$ cat config.mk
export PLATFORM = sky130hd
export DESIGN_NAME = sha512h_unit
export DESIGN_NICKNAME = d
export VERILOG_FILES = /design/src/rtl/sha512h_pkg.sv /design/src/rtl/sha512h_decode.sv /design/src/rtl/sha512h_datapath.sv /design/src/rtl/sha512h_outstage.sv /design/src/rtl/sha512h_unit.sv
export SDC_FILE = /design/constraint.sdc
export NUM_CORES = 1
export LEC_CHECK = 0
export CORE_MARGIN = 3
export CORE_UTILIZATION = 35
export CTS_CLUSTER_SIZE = 10
export DETAILED_ROUTE_END_ITERATION = 8
export DONT_BUFFER_PORTS = 1
export PLACE_DENSITY = 0.54
export SETUP_SLACK_MARGIN = 0.2
export SYNTH_ARGS = -nofsm -noshare
export SYNTH_HDL_FRONTEND = slang
export SYNTH_SLANG_ARGS = --single-unit
$ cat constraint.sdc
create_clock -name clk -period 2.5 [get_ports clk]
set_input_delay 0.375 -clock clk [delete_from_list [all_inputs] [get_ports clk]]
set_output_delay 0.375 -clock clk [all_outputs]
set_load 0.03 [all_outputs]
$ cat src/rtl/sha512h_pkg.sv
package sha512h_pkg;
    localparam int unsigned WORD_W  = 32;
    localparam logic [6:0]  OPC_REG = 7'b0110011;
    localparam logic [1:0]  BSEL_OK = 2'b01;
    localparam logic [2:0]  F3_OK   = 3'b000;

    localparam logic [4:0] CODE_SUM0  = 5'h08;
    localparam logic [4:0] CODE_SUM1  = 5'h09;
    localparam logic [4:0] CODE_SIG0L = 5'h0a;
    localparam logic [4:0] CODE_SIG1L = 5'h0b;
    localparam logic [4:0] CODE_SIG0H = 5'h0e;
    localparam logic [4:0] CODE_SIG1H = 5'h0f;

    typedef enum logic [2:0] {
        OP_NONE,
        OP_SIG0H,
        OP_SIG0L,
        OP_SIG1H,
        OP_SIG1L,
        OP_SUM0,
        OP_SUM1
    } sha_op_e;
endpackage

$ cat src/rtl/sha512h_decode.sv
module sha512h_decode
    import sha512h_pkg::*;
(
    input  logic [31:0] instr,
    input  logic        mode_rv64,
    output sha_op_e     op,
    output logic        hit
);
    logic [4:0] code;
    logic       frame_ok;
    sha_op_e    sel;

    assign code     = instr[29:25];
    assign frame_ok = (instr[6:0] == OPC_REG) && (instr[31:30] == BSEL_OK)
                   && (instr[14:12] == F3_OK) && !mode_rv64;

    always_comb begin
        unique case (code)
            CODE_SIG0H: sel = OP_SIG0H;
            CODE_SIG0L: sel = OP_SIG0L;
            CODE_SIG1H: sel = OP_SIG1H;
            CODE_SIG1L: sel = OP_SIG1L;
            CODE_SUM0:  sel = OP_SUM0;
            CODE_SUM1:  sel = OP_SUM1;
            default:    sel = OP_NONE;
        endcase
    end

    assign op  = frame_ok ? sel : OP_NONE;
    assign hit = (op != OP_NONE);
endmodule

$ cat src/rtl/sha512h_datapath.sv
module sha512h_datapath
    import sha512h_pkg::*;
#(
    parameter int unsigned W = WORD_W
) (
    input  sha_op_e        op,
    input  logic [W-1:0]   a,
    input  logic [W-1:0]   b,
    output logic [W-1:0]   y
);
    logic [W-1:0] sig0_base, sig1_base;

    assign sig0_base = (a >> 1) ^ (a >> 7) ^ (a >> 8) ^ (b << 31) ^ (b << 24);
    assign sig1_base = (a << 3) ^ (a >> 6) ^ (a >> 19) ^ (b >> 29) ^ (b << 13);

    always_comb begin
        unique case (op)
            OP_SIG0H: y = sig0_base;
            OP_SIG0L: y = sig0_base ^ (b << 25);
            OP_SIG1H: y = sig1_base;
            OP_SIG1L: y = sig1_base ^ (b << 26);
            OP_SUM0:  y = (a >> 28) ^ (a << 30) ^ (a << 25)
                        ^ (b << 4) ^ (b >> 2) ^ (b >> 7);
            OP_SUM1:  y = (a >> 14) ^ (a >> 18) ^ (a << 23)
                        ^ (b << 18) ^ (b << 14) ^ (b >> 9);
            default:  y = '0;
        endcase
    end
endmodule

$ cat src/rtl/sha512h_outstage.sv
module sha512h_outstage #(
    parameter int unsigned W       = 32,
    parameter bit          OUT_REG = 1'b1
) (
    input  logic         clk,
    input  logic         rst,
    input  logic         v_in,
    input  logic [W-1:0] d_in,
    output logic         v_out,
    output logic [W-1:0] d_out
);
    logic [W-1:0] gated;
    assign gated = v_in ? d_in : '0;

    generate
        if (OUT_REG) begin : g_reg
            logic         v_q;
            logic [W-1:0] d_q;
            always_ff @(posedge clk) begin
                if (rst) begin
                    v_q <= 1'b0;
                    d_q <= '0;
                end else begin
                    v_q <= v_in;
                    d_q <= gated;
                end
            end
            assign v_out = v_q;
            assign d_out = d_q;
        end else begin : g_comb
            logic unused_clk;
            assign unused_clk = clk ^ rst;
            assign v_out = v_in;
            assign d_out = gated;
        end
    endgenerate
endmodule

$ cat src/rtl/sha512h_unit.sv
module sha512h_unit
    import sha512h_pkg::*;
#(
    parameter bit OUT_REG = 1'b1
) (
    input  logic        clk,
    input  logic        rst,
    input  logic        mode_rv64,
    input  logic        in_valid,
    input  logic [31:0] instr,
    input  logic [31:0] src_a,
    input  logic [31:0] src_b,
    output logic        claim,
    output logic        out_valid,
    output logic [31:0] result
);
    sha_op_e     op;
    logic [31:0] raw;

    sha512h_decode u_dec (
        .instr     (instr),
        .mode_rv64 (mode_rv64),
        .op        (op),
        .hit       (claim)
    );

    sha512h_datapath #(.W(WORD_W)) u_dp (
        .op (op),
        .a  (src_a),
        .b  (src_b),
        .y  (raw)
    );

    sha512h_outstage #(.W(WORD_W), .OUT_REG(OUT_REG)) u_out (
        .clk   (clk),
        .rst   (rst),
        .v_in  (in_valid & claim),
        .d_in  (raw),
        .v_out (out_valid),
        .d_out (result)
    );
endmodule

==> impl_metrics.toml <==
[status]
status = "completed"

[clock_tree]
htree_num_levels = 2
number_of_cts_inserted_buffers = 5
cts.sink_count = 33
cts_resized = 0
clock_tree.buffer_depth = 2
tritoncts = "built"
clock_transition_at_the_registers_of_the_reported_paths_ns = 0.06
post_cts_buffers = 0
hold_buffers = 0
clk_root_buffer_cell = "sky130_fd_sc_hd__clkbuf_16"

[power]
power.ir.vdd_worst_mv = 0.1970
cellLeakagePower_uw = 0.001546
report.power.total_uw = 1745
powerDensity_nw_per_um2 = 377.9

[route]
drt_first_pass_iters = 5
m1WireLength_mm = 6.114
vias_per_cell = 5.601
dr_wl_met3_mm = 1.957
topRoutingLayerUsed = "met4"
routed-wl-met2_mm = 6.824
vias = 3618
finalWirelength_mm = 15.39
detail_route.wl_per_cell_um = 23.83
detail_route.drc_violations = 0
postRouteAntennaNets = 0
drtIter0Drc = 337

[setup_path]
timing.critical_path.required_ns = 2.12
setup_crit_start_kind = "primary input"
worstPathMaxFanout = 7
crit_path_start = "instr[13]"
critPathArrivalTime_ns = 1.82
worst-setup-path-type = "primary input to output pin"
worst_setup_path_end_kind = "output pin"

[synth]
synthDominantCellAreaShare_pct = 26.53
mappedNetlistArea_um2 = 4424
ys_seq_elements = 33
yosys-top-cells-area = "sky130_fd_sc_hd__xnor2_1 27%, sky130_fd_sc_hd__xor2_1 24%, sky130_fd_sc_hd__dfxtp_1 15%"
synth_nets = 621
synth_top_flop_cell = "sky130_fd_sc_hd__dfxtp_1"
avgSynthCellArea_um2 = 8.492
synth-async-reset-ratio_pct = 0
synthDistinctLibCells = 52
post-synth-top-area-cell = "sky130_fd_sc_hd__xnor2_1"
synth_edf_count = 0
yosys_warnings = 0
synthCells = 521
ys_seq_area_share_pct = 14.93

[grt]
grt_pass1_wl_mm = 23.00
pin_count_of_the_biggest_net_entering_global_routing = 32
first_global_vias = 3636
total_routing_resource_utilization_after_global_routing_pct = 21.27
global_route.overflow_total = 0
antenna_found_initial = 0

[timing]
tns_ns = 0
hold_viol_final = 0
report.final.slew_viol_count = 0
post-route-min-period_ns = 2.198
timing.slew.headroom_pct = 52.87
period_share_pct = 87.90
setup_viol_count_final = 0
achievable-frequency_mhz = 455.0
tightest_slew_ns = 0.7036
setup_repair_after_global_routing_missed_its_margin = "false"

[place]
gp_congestion = 0.9013
place.detailed.hpwl_mm = 11.72
total_of_buffers_placed_on_input_and_output_ports = 0

[final_layout]
layout-drive-gt1-share_pct = 11.09
mostFrequentLayoutCell = "sky130_fd_sc_hd__xnor2_1"
layout_overhead_on_the_synthesized_area_pct = 4.355
layout.cells.most_common_list = "134 x sky130_fd_sc_hd__xnor2_1, 120 x sky130_fd_sc_hd__xor2_1, 36 x sky130_fd_sc_hd__nand2_1, 33 x sky130_fd_sc_hd__dfxtp_1, 28 x sky130_fd_sc_hd__o22ai_1"
diodes_inserted = 0
post-route-util_pct = 37.96
final_net_count = 577

[die]
chipWidth_um = 118.4
floorplan.core_area_um2 = 12160
design.die.area_um2 = 14030
rows = 40
io_pins = 134
floorplan.initialDensity_pct = 36.38
die_h_um = 118.4

[min_path]
worst_hold_depth = 2
timing.hold.worst.start = "src_a[23]"
hold_end = "u_out.d_out[22]"
timing.hold.worst.class = "primary input to flop"

[job]
max-cap-violations = 0
## final cells by class
type	instances	area [um2]
Inverter	6	23.77
Clock inverter	1	5.005
Sequential cell	33	660.6
Tap cell	168	210.2
Fill cell	1254	7545
Timing Repair Buffer	11	95.09
Clock buffer	7	152.6
Multi-Input combinational cell	420	3470
## per-stage QoR
step | hold slack [ns] | area (um2) | setup slack [ns] | std cells
after floorplan | 0.6037 | 4424 | 0.2280 | 521
after global placement | 0.6060 | 4459 | 0.04310 | 638
after detailed placement | 0.6165 | 4459 | 0.03857 | 638
after CTS | 0.3289 | 4617 | 0.2924 | 646
after global routing | 0.3464 | 4617 | 0.2128 | 646
final | 0.3259 | 4617 | 0.3024 | 646
## sequential cells by signal, summed over array words and instances, names as in the netlist
| name | cells |
|---|---|
| u_out.d_out | 32 |
| u_out.v_out | 1 |
## layer usage
metal / up-vias / track usage [%]
met1: 1742 / 26.62
met2: 209 / 33.19
li1: 1632 / -
met3: 35 / 8.038
met4: 0 / 8.038
met5: - / 0
## cells in the mapped netlist (2+ instances only)
master and number:
sky130_fd_sc_hd__xnor2_1 134, sky130_fd_sc_hd__xor2_1 120, sky130_fd_sc_hd__clkbuf_1 47, sky130_fd_sc_hd__nand2_1 36, sky130_fd_sc_hd__dfxtp_1 33, sky130_fd_sc_hd__o22ai_1 28, sky130_fd_sc_hd__o221ai_2 20, sky130_fd_sc_hd__nor2_1 10
sky130_fd_sc_hd__o21ai_0 7, sky130_fd_sc_hd__buf_2 6, sky130_fd_sc_hd__o221ai_1 6, sky130_fd_sc_hd__a21oi_1 5, sky130_fd_sc_hd__buf_1 4, sky130_fd_sc_hd__inv_1 4, sky130_fd_sc_hd__nand3_1 4, sky130_fd_sc_hd__o21ai_1 4
sky130_fd_sc_hd__buf_6 3, sky130_fd_sc_hd__mux2i_1 3, sky130_fd_sc_hd__nand2b_1 3, sky130_fd_sc_hd__nor2b_1 3, sky130_fd_sc_hd__nor3_1 3, sky130_fd_sc_hd__o211ai_1 3, sky130_fd_sc_hd__a211o_1 2, sky130_fd_sc_hd__buf_4 2
sky130_fd_sc_hd__nand4bb_1 2, sky130_fd_sc_hd__or3_1 2, sky130_fd_sc_hd__or4_4 2
## cell families after synthesis
group	share of synthesized area (%)
AO/OA/AOI/OAI	17.25
AND/OR/NAND/NOR	10.21
buffers and inverters	6.645
multiplexers	0.6788
flip-flops	14.93
XOR/XNOR	50.28
## worst max path at each step
stage                            endpoint
after floorplan           u_out.d_out[31]
after global placement    u_out.d_out[31]
after detailed placement  u_out.d_out[31]
after CTS                           claim
after global routing                claim
final                               claim
## worst max-delay path, stage by stage
cell and delay (ns):
sky130_fd_sc_hd__or4_4 0.55, sky130_fd_sc_hd__nor4_4 0.38, sky130_fd_sc_hd__nand2_2 0.12, sky130_fd_sc_hd__buf_4 0.18, sky130_fd_sc_hd__inv_1 0.22
## where the power goes
| part | leakage (uW) | internal (uW) | switching (uW) |
|---|---|---|---|
| sequential | 0.000266 | 526 | 0.00144 |
| clock | 0.0000799 | 422 | 239 |
| combinational | 0.00120 | 313 | 244 |
| total | 0.00155 | 1260 | 484 |
Power figures use the tool's default switching activity.
